==> config.mk <==
export PLATFORM = sky130hd
export DESIGN_NAME = sysclk_ctrl
export DESIGN_NICKNAME = d
export VERILOG_FILES = /design/src/rtl/sysclk_pkg.sv /design/src/rtl/sysclk_ctrl_core.sv /design/src/rtl/sysclk_div_reg.sv /design/src/rtl/sysclk_pin_mux.sv /design/src/rtl/sysclk_ctrl.sv
export SDC_FILE = /design/constraint.sdc
export NUM_CORES = 1
export LEC_CHECK = 0
export ABC_AREA = 1
export BUFFER_PORTS_ARGS = -buffer_cell sky130_fd_sc_hd__buf_2
export CAP_MARGIN = 10
export CORE_MARGIN = 4
export CORE_UTILIZATION = 40
export DETAILED_ROUTE_END_ITERATION = 6
export PLACE_DENSITY = 0.78
export REMOVE_ABC_BUFFERS = 1
export SETUP_SLACK_MARGIN = 0.02
export SYNTH_ARGS = -nofsm -noshare
export SYNTH_HDL_FRONTEND = slang
export SYNTH_SLANG_ARGS = --single-unit
==> constraint.sdc <==
create_clock -name clk_i -period 1.1 [get_ports clk_i]
set_clock_uncertainty 0.05 [all_clocks]
set_input_delay 0.055 -clock clk_i [delete_from_list [all_inputs] [get_ports clk_i]]
set_output_delay 0.055 -clock clk_i [all_outputs]
set_load 0.01 [all_outputs]
==> src/rtl/sysclk_pkg.sv <==
package sysclk_pkg;
  localparam int unsigned REG_W = 8;
  localparam logic [REG_W-1:0] CTRL_RST = 8'h08;

  typedef enum logic [1:0] {
    PIN_PORT = 2'b00,
    PIN_FC   = 2'b01,
    PIN_F8   = 2'b10,
    PIN_F32  = 2'b11
  } pin_sel_e;

  // field order matches bit 7 down to bit 0
  typedef struct packed {
    logic       cpu_sub;
    logic       wdt_rst;
    logic       main_stop;
    logic       sub_en;
    logic       sub_drv;
    logic       per_stop;
    logic [1:0] pin_sel;
  } ctrl_t;
endpackage

==> src/rtl/sysclk_ctrl_core.sv <==
module sysclk_ctrl_core
  import sysclk_pkg::*;
(
  input  logic             clk_i,
  input  logic             rst_ni,
  input  logic             wr_hit_i,
  input  logic             protect_en_i,
  input  logic             clk_lock_i,
  input  logic             stop_entry_i,
  input  logic [REG_W-1:0] wdata_i,
  output ctrl_t            ctrl_o,
  output logic             seq_err_o,
  output logic             mstop_set_o
);
  ctrl_t cur_q, nxt_d, w;
  logic  err_q, err_d;
  logic  wr_ok, clash;

  assign w     = ctrl_t'(wdata_i);
  assign wr_ok = wr_hit_i & protect_en_i;
  // source switch must not move together with an oscillator enable/stop
  assign clash = !clk_lock_i && (w.cpu_sub != cur_q.cpu_sub) &&
                 ((w.sub_en != cur_q.sub_en) || (w.main_stop != cur_q.main_stop));

  always_comb begin
    nxt_d = cur_q;
    err_d = err_q;
    if (wr_ok) begin
      nxt_d.pin_sel = w.pin_sel;
      nxt_d.sub_drv = w.sub_drv;
      nxt_d.sub_en  = w.sub_en;
      nxt_d.wdt_rst = cur_q.wdt_rst | w.wdt_rst;
      if (!clk_lock_i) begin
        nxt_d.per_stop  = w.per_stop;
        nxt_d.main_stop = w.main_stop;
        if (!clash) nxt_d.cpu_sub = w.cpu_sub;
      end
      if (clash) err_d = 1'b1;
    end
    if (stop_entry_i) nxt_d.sub_drv = 1'b1;
  end

  always_ff @(posedge clk_i or negedge rst_ni) begin
    if (!rst_ni) begin
      cur_q <= ctrl_t'(CTRL_RST);
      err_q <= 1'b0;
    end else begin
      cur_q <= nxt_d;
      err_q <= err_d;
    end
  end

  assign ctrl_o      = cur_q;
  assign seq_err_o   = err_q;
  assign mstop_set_o = wr_ok & ~clk_lock_i & w.main_stop;
endmodule

==> src/rtl/sysclk_div_reg.sv <==
module sysclk_div_reg #(
  parameter int unsigned       DIV_W     = 5,
  parameter logic [DIV_W-1:0]  DIV_RST   = DIV_W'(8),
  parameter logic [DIV_W-1:0]  DIV_FORCE = DIV_W'(8)
) (
  input  logic             clk_i,
  input  logic             rst_ni,
  input  logic             force_i,
  input  logic             wr_i,
  input  logic [DIV_W-1:0] wdata_i,
  output logic [DIV_W-1:0] div_o
);
  logic [DIV_W-1:0] div_q;

  always_ff @(posedge clk_i or negedge rst_ni) begin
    if (!rst_ni)      div_q <= DIV_RST;
    else if (force_i) div_q <= DIV_FORCE;
    else if (wr_i)    div_q <= wdata_i;
  end

  assign div_o = div_q;
endmodule

==> src/rtl/sysclk_pin_mux.sv <==
module sysclk_pin_mux
  import sysclk_pkg::*;
(
  input  pin_sel_e sel_i,
  input  logic     port_en_i,
  input  logic     port_d_i,
  input  logic     fc_i,
  input  logic     f8_i,
  input  logic     f32_i,
  output logic     pin_o
);
  always_comb begin
    unique case (sel_i)
      PIN_FC:  pin_o = fc_i;
      PIN_F8:  pin_o = f8_i;
      PIN_F32: pin_o = f32_i;
      default: pin_o = port_en_i & port_d_i;
    endcase
  end
endmodule

==> src/rtl/sysclk_ctrl.sv <==
module sysclk_ctrl
  import sysclk_pkg::*;
#(
  parameter int unsigned              ADDR_W    = 4,
  parameter logic [ADDR_W-1:0]        CTRL_ADDR = ADDR_W'(6),
  parameter int unsigned              DIV_W     = 5,
  parameter logic [DIV_W-1:0]         DIV_RST   = DIV_W'(8),
  parameter logic [DIV_W-1:0]         DIV_FORCE = DIV_W'(8)
) (
  input  logic              clk_i,
  input  logic              rst_ni,
  input  logic              wr_en_i,
  input  logic [ADDR_W-1:0] addr_i,
  input  logic [7:0]        wdata_i,
  input  logic              protect_en_i,
  input  logic              clk_lock_i,
  input  logic              onchip_mode_i,
  input  logic              stop_entry_i,
  input  logic              div_wr_i,
  input  logic [DIV_W-1:0]  div_wdata_i,
  input  logic              port_en_i,
  input  logic              port_d_i,
  input  logic              clk_fc_i,
  input  logic              clk_f8_i,
  input  logic              clk_f32_i,
  output logic [7:0]        rdata_o,
  output logic [DIV_W-1:0]  div_o,
  output logic              seq_err_o,
  output logic [1:0]        clkout_sel_o,
  output logic              per_stop_wait_o,
  output logic              sub_drive_o,
  output logic              sub_osc_en_o,
  output logic              main_stop_o,
  output logic              wdt_reset_o,
  output logic              cpu_sub_sel_o,
  output logic              clk_pin_o
);
  ctrl_t ctrl;
  logic  wr_hit, mstop_set, div_force;

  assign wr_hit    = wr_en_i && (addr_i == CTRL_ADDR);
  assign div_force = mstop_set & ~onchip_mode_i;

  sysclk_ctrl_core u_core (
    .clk_i        (clk_i),
    .rst_ni       (rst_ni),
    .wr_hit_i     (wr_hit),
    .protect_en_i (protect_en_i),
    .clk_lock_i   (clk_lock_i),
    .stop_entry_i (stop_entry_i),
    .wdata_i      (wdata_i),
    .ctrl_o       (ctrl),
    .seq_err_o    (seq_err_o),
    .mstop_set_o  (mstop_set)
  );

  sysclk_div_reg #(
    .DIV_W     (DIV_W),
    .DIV_RST   (DIV_RST),
    .DIV_FORCE (DIV_FORCE)
  ) u_div (
    .clk_i   (clk_i),
    .rst_ni  (rst_ni),
    .force_i (div_force),
    .wr_i    (div_wr_i),
    .wdata_i (div_wdata_i),
    .div_o   (div_o)
  );

  sysclk_pin_mux u_mux (
    .sel_i     (pin_sel_e'(ctrl.pin_sel)),
    .port_en_i (port_en_i),
    .port_d_i  (port_d_i),
    .fc_i      (clk_fc_i),
    .f8_i      (clk_f8_i),
    .f32_i     (clk_f32_i),
    .pin_o     (clk_pin_o)
  );

  assign rdata_o         = ctrl;
  assign clkout_sel_o    = ctrl.pin_sel;
  assign per_stop_wait_o = ctrl.per_stop;
  assign sub_drive_o     = ctrl.sub_drv;
  assign sub_osc_en_o    = ctrl.sub_en;
  assign main_stop_o     = ctrl.main_stop;
  assign wdt_reset_o     = ctrl.wdt_rst;
  assign cpu_sub_sel_o   = ctrl.cpu_sub;
endmodule

# Word-level counts from Yosys, hierarchy flattened
# Index checks and enable logic that the tools add are counted.
[classes] eq_ne=7 n_bitwise=9 n_reduce_logical=10 n_mux=6
[op_table] cell="$mux 5" n=2
[op_table] cell="$and 1x1->1" n=5
[op_table] cell="$eq 2x2->1 const B" n=2
[op_table] cell="$eq 4x3->1 const B" n=1
[op_table] cell="$mux 4" n=1
[op_table] cell="$reduce_and 2->1" n=2
[op_table] cell="$reduce_bool 2->1" n=2
[op_table] cell="$logic_and 1x1->1" n=3
[op_table] cell="$ne 1x1->1" n=3
[op_table] cell="$not 1->1" n=3
[op_table] cell="$pmux 1 s3" n=1
[op_table] cell="$reduce_and 3->1" n=1
[op_table] cell="$eq 2x1->1 const B" n=1
[op_table] cell="$mux 1" n=2
[op_table] cell="$logic_not 1->1" n=1
[op_table] cell="$logic_or 1x1->1" n=1
[op_table] cell="$or 1x1->1" n=1
[totals] inputBits=30 output_inout_bits=23 elab_cells=41 regBits=14

# Logic depth before layout (Yosys ltp)
[depth] ltp_word=7 depth_mapped=8 mapped_depth_nobuf=8

# Hierarchy
# A second synthesis with hierarchy kept.
[unflattened] cells_unflattened=99 area_unflattened_um2=760.7
[by_module_without_submodules] module="sysclk_ctrl_core" area_each_um2=416.6 cells_per_inst=50 n_inst=1 seq_area_each_um2=226.5
[by_module_without_submodules] module="sysclk_div_reg" area_each_um2=203.9 cells_per_inst=22 n_inst=1 seq_area_each_um2=126.4
[by_module_without_submodules] module="sysclk_ctrl" area_each_um2=95.1 cells_per_inst=15 n_inst=1 seq_area_each_um2=0.0
[by_module_without_submodules] module="sysclk_pin_mux" area_each_um2=45.0 cells_per_inst=12 n_inst=1 seq_area_each_um2=0.0

# Worst setup path after synthesis
# No wires, ideal clock.
[synth_path] path_kind="reg-to-reg" from="register u_core.cur_q (netlist bit u_core.ctrl_o[5])" to="register u_core.cur_q (netlist bit u_core.ctrl_o[7])" stages_incl_launch_ff=7 required_time_ps=933 arrival_time_ps=831 setup_time_ps=117 period_less_slack_ps=998 n_path_buf=0 slack_ps=102 cell_sequence="dfrtp_1 -> xnor2_1 -> nand2_1 -> nand2_1 -> nand2_1 -> nand2_1 -> nand2_1"
[synth_between] elab_chain_len=5
[synth_rtl] item="start: declaration" line_no="sysclk_ctrl_core.sv:15" source="ctrl_t cur_q, nxt_d, w;"
[synth_rtl] item="start signal: assignment" line_no="sysclk_ctrl_core.sv:45" source="cur_q <= ctrl_t'(CTRL_RST);"
[synth_rtl] item="start signal: assignment" line_no="sysclk_ctrl_core.sv:48" source="cur_q <= nxt_d;"
[synth_rtl] item="$ne 1x1->1" line_no="sysclk_ctrl_core.sv:23" source="((w.sub_en != cur_q.sub_en) || (w.main_stop != cur_q.main_stop));"
[synth_rtl] item="$logic_or 1x1->1" line_no="sysclk_ctrl_core.sv:23"
[synth_rtl] item="$logic_and 1x1->1" line_no="sysclk_ctrl_core.sv:22" source="assign clash = !clk_lock_i && (w.cpu_sub != cur_q.cpu_sub) &&"
[synth_rtl] item="$not 1->1 (no line)"
[synth_rtl] item="$reduce_and 3->1 (no line)"
# Every way passes these cells.
# A chain may end at the register's enable or synchronous reset.

# Worst setup path after layout
[layout_path] from="register u_core.cur_q (netlist bit u_core.ctrl_o[0])" to="output clk_pin_o"
[layout_between] elab_chain_len=2 elab_cells_between_ends=4 classes_between="3 x eq/ne; 1 x mux"
[layout_rtl] item="$eq 2x2->1 or $eq 2x1->1 (tied branches)" line_no="sysclk_pin_mux.sv:13" source="unique case (sel_i)"
[layout_rtl] item="$pmux 1 s3 (*)" line_no="sysclk_pin_mux.sv:13"
[layout_rtl] item="end: declaration" line_no="sysclk_ctrl.sv:36" source="output logic clk_pin_o"
# Every way passes the cells marked *; elsewhere a longest branch is shown, timed or not.

==> run summary <==
Synth cell types -> 23
Crit-path cells -> inv_2 -> nand3_1 -> a32oi_1 -> buf_2
Routability cong. -> 0.728
Io pins -> 53
Top cells by area, synth -> dfrtp_1, nand2_1, buf_4
Cell at the slowest stage of the critical path -> dfrtp_1
CTS Sinks -> 14
Power, Total -> 1.47 mW
Crit path capture type -> primary output
Layout cells sized above 1 -> 49.7%
CP max stage delay -> 420 ps
Setup WS pre-CTS -> 79.9 ps
Kind of critical path -> flop to primary output
CP required -> 1000 ps
CTS buffer count -> 3
Power per cell area -> 1230 mW/mm²
Mapped Area -> 787 µm²
Worst-Margin Slew -> 314 ps
Cells after DPL -> 154
H-tree Lvls -> 1
Filler cell count in the final layout -> 151
Vias in the first global route -> 718
GRT Total Usage -> 15.3%
Area leader, netlist -> dfrtp_1
Seq/Total Area, Yosys -> 44.8%
Largest net degree at the start of global routing -> 15
Layout area overhead -> 51.0%
Clk pin slew, worst setup/hold paths -> 90 ps
Die height -> 52.4 µm
Antenna violations before repair -> 0
Nets@finish -> 178
Commonest cells after routing, fill and taps aside -> buf_2, nand2_1, dfrtp_1
1st-iter DRT viols -> 3
Synth warnings -> 0
CP startpoint kind -> flop
Synthesized flop and latch total -> 14
CTS tree -> yes
Core area -> 0.00180 mm²
Non-filler cells, final -> 172
First-pass GRT wire length -> 3100 µm
Worst hold-check path type -> input port to flop
Post-layout util -> 66.0%
Routed WL -> 2060 µm
Final Hold Viols -> 0
Final Cycle Share -> 117%
Mean area per synthesized cell -> 9.15 µm²
Fmax -> 777 MHz
Remaining Overflow, GRT -> 0
Worst path top cell family by delay -> flip-flops
Root buf cell -> clkbuf_4
Post-DP HPWL -> 1530 µm
Status -> finished, violations left
ANT cells -> 0
Cells after Synth -> 86
Top cell type's share of synthesized area -> 38.2%
Critical path buffers and inverters -> 2
Post-route ant nets -> 0
Port bufs -> 52
Die X -> 52.4 µm
Wire length per cell -> 12.0 µm
Post-layout worst setup margin -> -187 ps
Peak VDD IR -> 0.729 mV
RSZ-0062 raised after global routing -> yes
Die area -> 0.00274 mm²
Static leakage -> 0.668 nW
Violated checks -> negative setup slack
Clock tree buffer depth -> 2
Final Critical Period -> 1290 ps
Setup violators final -> 3
Post-route DRC -> 0
Slew headroom -> 79.1%
Via density -> 4.60
Detailed Routing Iterations Pass 1 -> 4
Commonest non-fill, non-tap cell in the layout -> buf_2
Vias -> 792
Final Hold Slack -> 10.8 ps
Initial core utilization -> 43.7%
Crit-path max FO -> 4
Final Slew Violations -> 0
Max cap viols -> 0
WP data arrival -> 1180 ps
Latest clock arrival within the worst-skew pair -> 270 ps
Cell Rows -> 15
## flip-flops by register name (all words and copies together), names as in the netlist
register and count:
u_div.div_o 5, u_core.ctrl_o 8, u_core.seq_err_o 1
## layer usage
metal | global-route usage, % | vias up | wire length [µm]
met5 | 0 | - | 0
met4 | 5.11 | 0 | 17
met3 | 3.13 | 2 | 137
met2 | 28.5 | 30 | 1090
met1 | 16.9 | 369 | 821
li1 | - | 391 | -
## worst reg2reg max path, delay by kind of cell, from the launching register on
family        cells  cell delay, ps
xor+xnor          1             150
flops             1             420
simple gates      5             310
## Yosys cell counts
library cell	count
buf_2	1
inv_1	7
clkinv_2	1
nand2_4	1
o22ai_1	1
a21oi_1	3
nand3_1	4
mux2i_1	4
a31o_2	1
nand4_4	1
nor2_1	9
o21ai_0	1
a32oi_1	1
o21bai_1	1
nand3_4	1
xnor2_1	1
nor2_4	2
nand2_1	21
dfstp_2	2
nand2_2	2
buf_4	8
nor2_8	1
dfrtp_1	12
## logic make-up after synthesis
kind of cell | Yosys count | share of synthesized area, %
buf+inv | 17 | 12.2
mux | 4 | 5.09
simple gates | 42 | 30.2
compound gates | 8 | 6.52
xor+xnor | 1 | 1.11
flops | 14 | 44.8
## worst paths after layout
check,slack (ps),depth (start not counted),endpoint,from
setup / recovery,-190,4,clk_pin_o,u_core.ctrl_o[0]
hold / removal,10,3,u_div.div_o[0],div_wdata_i[0]
setup reg to reg,70,6,u_core.ctrl_o[7],u_core.ctrl_o[5]
hold reg to reg,450,1,u_core.ctrl_o[6],u_core.ctrl_o[6]
max in group asynchronous,570,2,u_div.div_o[3],rst_ni
min in group asynchronous,140,2,u_core.ctrl_o[4],rst_ni
## report_power, final
part | leakage [nW] | total, mW | internal [mW] | switching (mW)
Clock | 0.0210 | 0.364 | 0.201 | 0.162
Combinational | 0.477 | 0.466 | 0.232 | 0.234
Sequential | 0.170 | 0.637 | 0.582 | 0.0552
## area by class of cell
type	instances	area, µm²	share of cell area, %
clock buffers	4	36.3	3.05
flip-flops and latches	14	353	29.7
multi-input cells	55	340	28.6
repair buffers	66	397	33.4
well taps	25	31.3	2.63
inverters	8	31.3	2.63
## through the flow
| step | area (µm²) | setup TNS, ps |
|---|---|---|
| final | 1190 | -345 |
| after global routing | 1190 | -494 |
| after CTS | 1170 | -191 |
| after detailed placement | 1010 | 0 |
| after global placement | 1010 | 0 |
| after floorplan | 722 | 0 |
## what timing repair did
| action | 4_1_cts | 5_1_grt |
|---|---|---|
| hold buffers | 11 | 0 |
| endpoints found under the setup margin | 1 | 4 |
| setup buffers | 2 | 1 |
| pin swaps | 1 | 0 |
| hold endpoints to repair | 23 | 0 |
| gates resized for setup | 1 | 2 |
Note: power is estimated with default switching activity, not from simulation.
